<file path="src/rtl/coh_regs_pkg.sv">
package coh_regs_pkg;

  typedef enum logic [1:0] {
    RGN_CTL  = 2'd0,
    RGN_CFG  = 2'd1,
    RGN_PWR  = 2'd2,
    RGN_HOLE = 2'd3
  } region_t;

  localparam int unsigned OFS_CTL     = 'h00;
  localparam int unsigned OFS_CFG     = 'h04;
  localparam int unsigned OFS_PWR_BASE = 'h08;

  // legal transfer sizes are byte counts 1, 2, 4
  function automatic logic size_legal(input logic [2:0] sz);
    return (sz == 3'd1) || (sz == 3'd2) || (sz == 3'd4);
  endfunction

  // lanes touched by a transfer of the given size starting at lane 0
  function automatic logic [3:0] size_lanes(input logic [2:0] sz);
    case (sz)
      3'd1:    return 4'b0001;
      3'd2:    return 4'b0011;
      3'd4:    return 4'b1111;
      default: return 4'b0000;
    endcase
  endfunction

  function automatic logic [31:0] cfg_word(input int unsigned ncores);
    logic [31:0] w;
    w = '0;
    for (int i = 0; i < 4; i++) begin
      if (i < int'(ncores)) w[4+i] = 1'b1;
    end
    w[1:0] = 2'(ncores - 1);
    return w;
  endfunction

endpackage

</file>
<file path="src/rtl/coh_addr_decode.sv">
module coh_addr_decode
  import coh_regs_pkg::*;
#(
  parameter int unsigned ADDR_W = 8
) (
  input  logic [ADDR_W-1:0] addr,
  output region_t           region,
  output logic [1:0]        lane
);

  localparam logic [ADDR_W-1:0] A_CTL = ADDR_W'(OFS_CTL);
  localparam logic [ADDR_W-1:0] A_CFG = ADDR_W'(OFS_CFG);
  localparam logic [ADDR_W-3:0] A_PWR_W = (ADDR_W-2)'(OFS_PWR_BASE >> 2);

  always_comb begin
    lane = addr[1:0];
    if (addr == A_CTL)                    region = RGN_CTL;
    else if (addr == A_CFG)               region = RGN_CFG;
    else if (addr[ADDR_W-1:2] == A_PWR_W) region = RGN_PWR;
    else                                  region = RGN_HOLE;
  end

endmodule

</file>
<file path="src/rtl/coh_pwr_bank.sv">
module coh_pwr_bank
  import coh_regs_pkg::*;
#(
  parameter int unsigned LANES = 4
) (
  input  logic               clk,
  input  logic               rst,
  input  logic               wr_en,
  input  logic [1:0]         lane,
  input  logic [2:0]         size,
  input  logic [8*LANES-1:0] wdata,
  output logic [8*LANES-1:0] status
);

  localparam int unsigned W = 8 * LANES;

  logic [LANES-1:0] lane_en;
  logic [W-1:0]     wdata_sh;

  // shifting to the start lane drops bytes past the top lane (clipping)
  always_comb begin
    lane_en  = LANES'(size_lanes(size) << lane);
    wdata_sh = wdata << (8 * lane);
  end

  for (genvar g = 0; g < LANES; g++) begin : g_lane
    always_ff @(posedge clk) begin
      if (rst)                      status[8*g +: 8] <= 8'h00;
      else if (wr_en && lane_en[g]) status[8*g +: 8] <= wdata_sh[8*g +: 8];
    end
  end

endmodule

</file>
<file path="src/rtl/coh_rd_mux.sv">
module coh_rd_mux
  import coh_regs_pkg::*;
#(
  parameter int unsigned NUM_CORES = 1
) (
  input  region_t     region,
  input  logic [1:0]  lane,
  input  logic        ctl,
  input  logic [31:0] pwr,
  output logic [31:0] word
);

  localparam logic [31:0] CFG = cfg_word(NUM_CORES);

  always_comb begin
    case (region)
      RGN_CTL: word = {31'd0, ctl};
      RGN_CFG: word = CFG;
      RGN_PWR: word = pwr >> (8 * lane);
      default: word = 32'd0;
    endcase
  end

endmodule

</file>
<file path="src/rtl/coh_ctrl_regs.sv">
module coh_ctrl_regs
  import coh_regs_pkg::*;
#(
  parameter int unsigned NUM_CORES = 1,
  parameter int unsigned ADDR_W    = 8
) (
  input  logic              clk,
  input  logic              rst,
  input  logic              bus_req,
  input  logic              bus_we,
  input  logic [ADDR_W-1:0] bus_addr,
  input  logic [2:0]        bus_size,
  input  logic [31:0]       bus_wdata,
  output logic [31:0]       bus_rdata,
  output logic              bus_rvalid
);

  localparam int unsigned LANES = 4;

  initial begin
    if (NUM_CORES < 1 || NUM_CORES > 4) $error("NUM_CORES out of range 1..4");
  end

  region_t     region;
  logic [1:0]  lane;
  logic        wr_ok;
  logic        ctl_q;
  logic [31:0] pwr_q;
  logic [31:0] rd_word;

  coh_addr_decode #(.ADDR_W(ADDR_W)) u_dec (
    .addr   (bus_addr),
    .region (region),
    .lane   (lane)
  );

  assign wr_ok = bus_req && bus_we && size_legal(bus_size);

  always_ff @(posedge clk) begin
    if (rst)                           ctl_q <= 1'b0;
    else if (wr_ok && region == RGN_CTL) ctl_q <= bus_wdata[0];
  end

  coh_pwr_bank #(.LANES(LANES)) u_pwr (
    .clk    (clk),
    .rst    (rst),
    .wr_en  (wr_ok && region == RGN_PWR),
    .lane   (lane),
    .size   (bus_size),
    .wdata  (bus_wdata),
    .status (pwr_q)
  );

  coh_rd_mux #(.NUM_CORES(NUM_CORES)) u_mux (
    .region (region),
    .lane   (lane),
    .ctl    (ctl_q),
    .pwr    (pwr_q),
    .word   (rd_word)
  );

  always_ff @(posedge clk) begin
    if (rst) begin
      bus_rvalid <= 1'b0;
      bus_rdata  <= 32'd0;
    end else begin
      bus_rvalid <= bus_req && !bus_we;
      if (bus_req && !bus_we) bus_rdata <= rd_word;
    end
  end

endmodule

</file>
<file path="config.mk">
export PLATFORM = sky130hd
export DESIGN_NAME = coh_ctrl_regs
export DESIGN_NICKNAME = d
export VERILOG_FILES = /design/src/rtl/coh_regs_pkg.sv /design/src/rtl/coh_addr_decode.sv /design/src/rtl/coh_pwr_bank.sv /design/src/rtl/coh_rd_mux.sv /design/src/rtl/coh_ctrl_regs.sv
export SDC_FILE = /design/constraint.sdc
export NUM_CORES = 1
export LEC_CHECK = 0
export ABC_AREA = 1
export BUFFER_PORTS_ARGS = -buffer_cell sky130_fd_sc_hd__buf_2
export CAP_MARGIN = 10
export CORE_ASPECT_RATIO = 1.1
export CORE_UTILIZATION = 25
export CTS_CLUSTER_DIAMETER = 60
export CTS_CLUSTER_SIZE = 10
export DETAILED_ROUTE_END_ITERATION = 6
export GPL_ROUTABILITY_DRIVEN = 1
export PLACE_DENSITY_LB_ADDON = 0.08
export SYNTH_ARGS = -nofsm -noshare
export SYNTH_HDL_FRONTEND = slang
export SYNTH_HIERARCHICAL = 1
export SYNTH_SLANG_ARGS = --single-unit
</file>
<file path="constraint.sdc">
create_clock -name clk -period 1.76 [get_ports clk]
set_clock_uncertainty 0.1 [all_clocks]
set_input_delay 0.176 -clock clk [delete_from_list [all_inputs] [get_ports clk]]
set_output_delay 0.176 -clock clk [all_outputs]
set_load 0.01 [all_outputs]
</file>
Word-level counts from Yosys, hierarchy flattened
Cells that the tools add are included.

Equality and inequality tests: 7. Shifts and indexed selects: 3. Muxes and demuxes: 5. Reductions and logical operators: 14.

Operators with widths (count): $pmux W32 S3 (1); $shl A32 B5 Y32 (1); $shr A32 B5 Y32 (1); $pmux W4 S3 (1); $logic_and A1 B1 Y1 (9); $eq A8 B3 Y1 const B (1); $logic_not A8 Y1 (1); $eq A6 B2 Y1 const B (1); $mux W2 (2); $shl A4 B2 Y4 (1); $eq A3 B1 Y1 const B (1); $eq A3 B2 Y1 const B (1); $eq A3 B3 Y1 const B (1); $eq A2 B1 Y1 const B (1); $eq A2 B2 Y1 const B (1); $logic_not A2 Y1 (1); $logic_or A1 B1 Y1 (2); $logic_not A1 Y1 (1); $mux W1 (1).

Register bits: 66. Output and inout bits: 33. Word-level logic and storage cells: 36.

Logic depth before layout (Yosys ltp)
Depth after elaboration: 7. Depth in mapped cells: 13.

Cells and area by module
The synthesis kept the hierarchy.

Modules (own cells, without submodules): coh_pwr_bank (instances 1, cells each 314, area an instance 1859.3 um^2, seq. area each 640.6 um^2); coh_ctrl_regs (instances 1, cells each 159, area an instance 1241.2 um^2, seq. area each 680.7 um^2); coh_rd_mux (instances 1, cells each 139, area an instance 643.1 um^2, seq. area each 0.0 um^2); coh_addr_decode (instances 1, cells each 14, area an instance 68.8 um^2, seq. area each 0.0 um^2).

Least setup slack after synthesis
Ideal clock, no wire load.

Kind: input to register. From: input bus_addr[6]. To: register u_pwr.status[10]. Data arrival time: 1470 ps. Data required time: 1545 ps. Path slack: 75 ps. Cell stages on the path: 11. Buffers on the path: 1. Cell sequence: inv_1 nand2_1 nor2_2 nand3_1 nor2_1 inv_1 nor2_2 clkbuf_1 nand3_1 nand2_1 nor2_1.

Longest elaborated chain between the ends: 7.

RTL lines: start, declared (RTL line coh_ctrl_regs.sv:11) `input logic [ADDR_W-1:0] bus_addr,`; $eq A6 B2 Y1 (RTL line coh_addr_decode.sv:19) `else if (addr[ADDR_W-1:2] == A_PWR_W) region = RGN_PWR;`; $mux W1 (RTL line coh_addr_decode.sv:19); $mux W2 (RTL line coh_addr_decode.sv:18) `else if (addr == A_CFG) region = RGN_CFG;`; $mux W2 * (RTL line coh_addr_decode.sv:17) `if (addr == A_CTL) region = RGN_CTL;`; via region[0] (RTL line coh_ctrl_regs.sv:24) `region_t region;`; $eq A2 B2 Y1 * (RTL line coh_ctrl_regs.sv:47) `.wr_en (wr_ok && region == RGN_PWR),`; $logic_and A1 B1 Y1 * (RTL line coh_ctrl_regs.sv:47); $logic_and A1 B1 Y1 * (RTL line coh_pwr_bank.sv:29) `else if (wr_en && lane_en[g]) status[8*g +: 8] <= wdata_sh[8*g +: 8];`; end signal, assigned by index (RTL line coh_pwr_bank.sv:29); end, declared (RTL line coh_pwr_bank.sv:12) `output logic [8*LANES-1:0] status`.

Mark *: on every way through the listed nets, which the timed path passes. The rest lies on a longest branch. A chain may end at the register's enable or synchronous reset.

Worst setup path after layout
From: input bus_addr[6]. To: register bus_rdata[11].

Longest elaborated chain between the ends: 6.

RTL lines: $eq A6 B2 Y1 (RTL line coh_addr_decode.sv:19); $mux W1 (RTL line coh_addr_decode.sv:19); $mux W2 (RTL line coh_addr_decode.sv:18); $mux W2 * (RTL line coh_addr_decode.sv:17); via region[0] (RTL line coh_ctrl_regs.sv:24); $eq A2 B2 Y1 (tied with other cells) (RTL line coh_rd_mux.sv:16) `case (region)`; $pmux W32 S3 * (RTL line coh_rd_mux.sv:16); via rd_word[11] (RTL line coh_ctrl_regs.sv:29) `logic [31:0] rd_word;`; end signal, assigned (RTL line coh_ctrl_regs.sv:68) `if (bus_req && !bus_we) bus_rdata <= rd_word;`; end, declared (RTL line coh_ctrl_regs.sv:14) `output logic [31:0] bus_rdata,`.

Marked as above.

==> flow_summary_export.csv <==
group,metric,value,unit
layout,final_nets,755,
global_routing,gr-usage-met1,0.216,
clocking,clk_pin_slew,60,ps
route,drt_iter0_markers,230,
place,gp_congestion,0.806,
worst_setup_path,cp.required,1940,ps
die,core.rowCount,46,
yosys,yosysTopAreaCellShare,0.347,
job,drv_cap,0,
layout,final_area,4870,sq um
die,die_area,15700,sq um
timing,fin_hold_ws,39.4,ps
yosys,synth_edf_count,0,
clocking,max-clock-path-buffers,2,
layout,drive_above_1_share,0.191,
global_routing,grt_busiest_layer,"met2",
worst_hold_path,hold_end,"ctl_q",
yosys,synth_area,3810,sq um
yosys,netlist_top_cells_count,"163 x nand2_1, 144 x nor2_1, 66 x dfxtp_1",
worst_hold_path,min-delay-start,"bus_wdata[0]",
layout,area_delta_synth_final,27.7,%
timing,rsz0062_at_grt,"false",
die,die_w,120,um
route,vias,3971,
yosys,synth_top_flop_cell,"dfxtp_1",
clocking,cts_tree,"built",
worst_setup_path,reg2regPathDepth,5,
clocking,insertion_delay,340,ps
yosys,synth_fp_nets,673,
die,initial_core_util,0.260,
timing,fin_tns_setup,0,ps
worst_setup_path,criticalPathCategory,"input pin to flop",
place,dp_hpwl,9260,um
layout,diodes,0,
timing,slew_violations,0,
yosys,synthCells,626,
die,coreArea,14700,sq um
timing,tightest_slew,496,ps
pwr,power.density,834,nW/um^2
route,first_pass_iters,4,
yosys,synthTopCellsByArea,"dfxtp_1 35%, nand2_1 16%, nor2_1 14%, o21ai_0 6.2%, nand3_1 5.1%",
timing,finalHoldViolCount,0,
place,placedCellCount,881,
timing,relSlewSlack,0.669,
route,wire_per_inst,13.5,um
pwr,p_leak,2.31,nW
place,io_buffer_count,79,
worst_setup_path,crit_path_end_kind,"flop",
die,ios,80,
global_routing,use_met3,0.0443,
timing,finalSetupViolations,0,
timing,fin_crit_sh,0.815,
yosys,syn_avg_cell_area,6.09,sq um
clocking,root_buffer,"clkbuf_16",
worst_hold_path,min_path_cells,3,
global_routing,grtUsageMet2,0.263,
clocking,cts_buffers,9,
route,routed_wl,12200,um
clocking,cts.sinks,66,
clocking,cts_resized,0,
run_status,status,"complete, no violations",
yosys,ys_ff_latch,66,
pwr,finalPower,4.06,mW
worst_setup_path,start_kind,"input pin",
yosys,yosysSeqAreaShare,0.347,
route,antenna_left,0,
yosys,yosysTopAreaCell,"dfxtp_1",
worst_setup_path,worst_ep_arrival_time,1610,ps
global_routing,grt_pass1_vias,3914,
global_routing,overflow,0,
yosys,synth_most_common_cell,"nand2_1",
clocking,post-cts-setup-buffers,0,
yosys,yosysWarnings,6,
global_routing,grt_pass1_wl,20200,um
global_routing,grt_max_degree,56,
route,viasPerCell,4.39,
die,die_y,132,um
route,drcViolationCount,0,
timing,fmax,697,MHz
global_routing,grt_usage,0.163,
clocking,htreeDepth,3,
place,place_area,4460,sq um
worst_setup_path,r2r_start,"u_pwr/status[22]",
layout,fin_cells,905,
yosys,async_reset_ff_frac,0,
worst_hold_path,hp-class,"input pin to flop",
global_routing,grt_antenna_before_repair,0,
pwr,peakVddDrop,0.368,mV
timing,fin_crit,1430,ps
worst_setup_path,critPathMaxFanout,14,
worst_setup_path,rr_endpoint,"bus_rdata[6]",
worst_setup_path,r2r_slack,490,ps
yosys,synth_cell_types,27,
==> routing by layer <==
| metal | vias up | wire length (um) |
|---|---|---|
| li1 | 2135 | - |
| met1 | 1760 | 6150 |
| met2 | 70 | 5500 |
| met3 | 6 | 464 |
| met4 | 0 | 72 |
| met5 | - | 0 |
==> placed cells by master, fill, tap and decap left out, types with 4 or more instances in the layout <==
cell,n
a21oi_1,26
buf_12,9
buf_2,79
buf_4,12
clkbuf_16,9
dfxtp_1,66
dlygate4sd3_1,8
inv_1,44
inv_2,4
nand2_1,163
nand3_1,39
nor2_1,144
o21ai_0,47
o21ai_1,32
or2_2,5
==> worst max-delay path by stage <==
stage	startpoint	endpoint	slack, ps	cells after the start
6_report	bus_addr[6]	bus_rdata[11]	330	11
5_1_grt	bus_addr[7]	bus_rdata[3]	140	11
4_1_cts	bus_addr[6]	bus_rdata[9]	350	11
3_5_place_dp	bus_addr[6]	bus_rdata[9]	3	11
3_3_place_gp	bus_addr[6]	bus_rdata[20]	40	11
2_1_floorplan	bus_addr[6]	u_pwr/status[10]	80	11
==> worst max-delay path, stage by stage <==
cell     delay (ps)
buf_2            90
inv_1            40
nand2_1          60
nor2_2          130
nand3_1         110
buf_4           170
nor2_4          170
nand2_2         220
o21ai_1         250
nor2_1           80
nor2_1          100
==> flip-flops by register name (all words and copies together) (netlist names) <==
register,flops
bus_rdata,32
bus_rvalid,1
ctl_q,1
u_pwr/status,32
==> report_power, final <==
part / switching [mW] / internal, mW
Combinational: 0.318 / 0.200
Clock: 0.706 / 1.28
Sequential: 0.0188 / 1.54
==> area by class of cell <==
| type | instances | area, sq um |
|---|---|---|
| Tap cell | 192 | 240 |
| Sequential cell | 66 | 1320 |
| Timing Repair Buffer | 108 | 746 |
| Inverter | 49 | 189 |
| Clock buffer | 10 | 239 |
| Clock inverter | 6 | 90.1 |
| Multi-Input combinational cell | 474 | 2040 |
| Fill cell | 1692 | 9810 |
==> through the flow <==
| step | setup WS (ps) | utilization |
|---|---|---|
| 6_report | 325 | 0.332 |
| 3_5_place_dp | 2.70 | 0.304 |
| 3_3_place_gp | 41.6 | 0.304 |
| 4_1_cts | 354 | 0.332 |
| 2_1_floorplan | 75.0 | - |
| 5_1_grt | 145 | 0.332 |
==> cells by family (layout without fill, tap and decap cells) <==
group / after synthesis / in the layout / share of synthesized area
AOI/OAI and AO/OA: 109 / 109 / 0.146
and+or+nand+nor: 365 / 365 / 0.389
DFF: 66 / 66 / 0.347
buffers and inverters: 86 / 173 / 0.118
==> timing repair <==
| action | in CTS | in global routing |
|---|---|---|
| endpoints found under the hold margin | 8 | 0 |
| hold buffers | 8 | 0 |
| endpoints found under the setup margin | 0 | 0 |
Note: power is estimated with default switching activity, not from simulation.
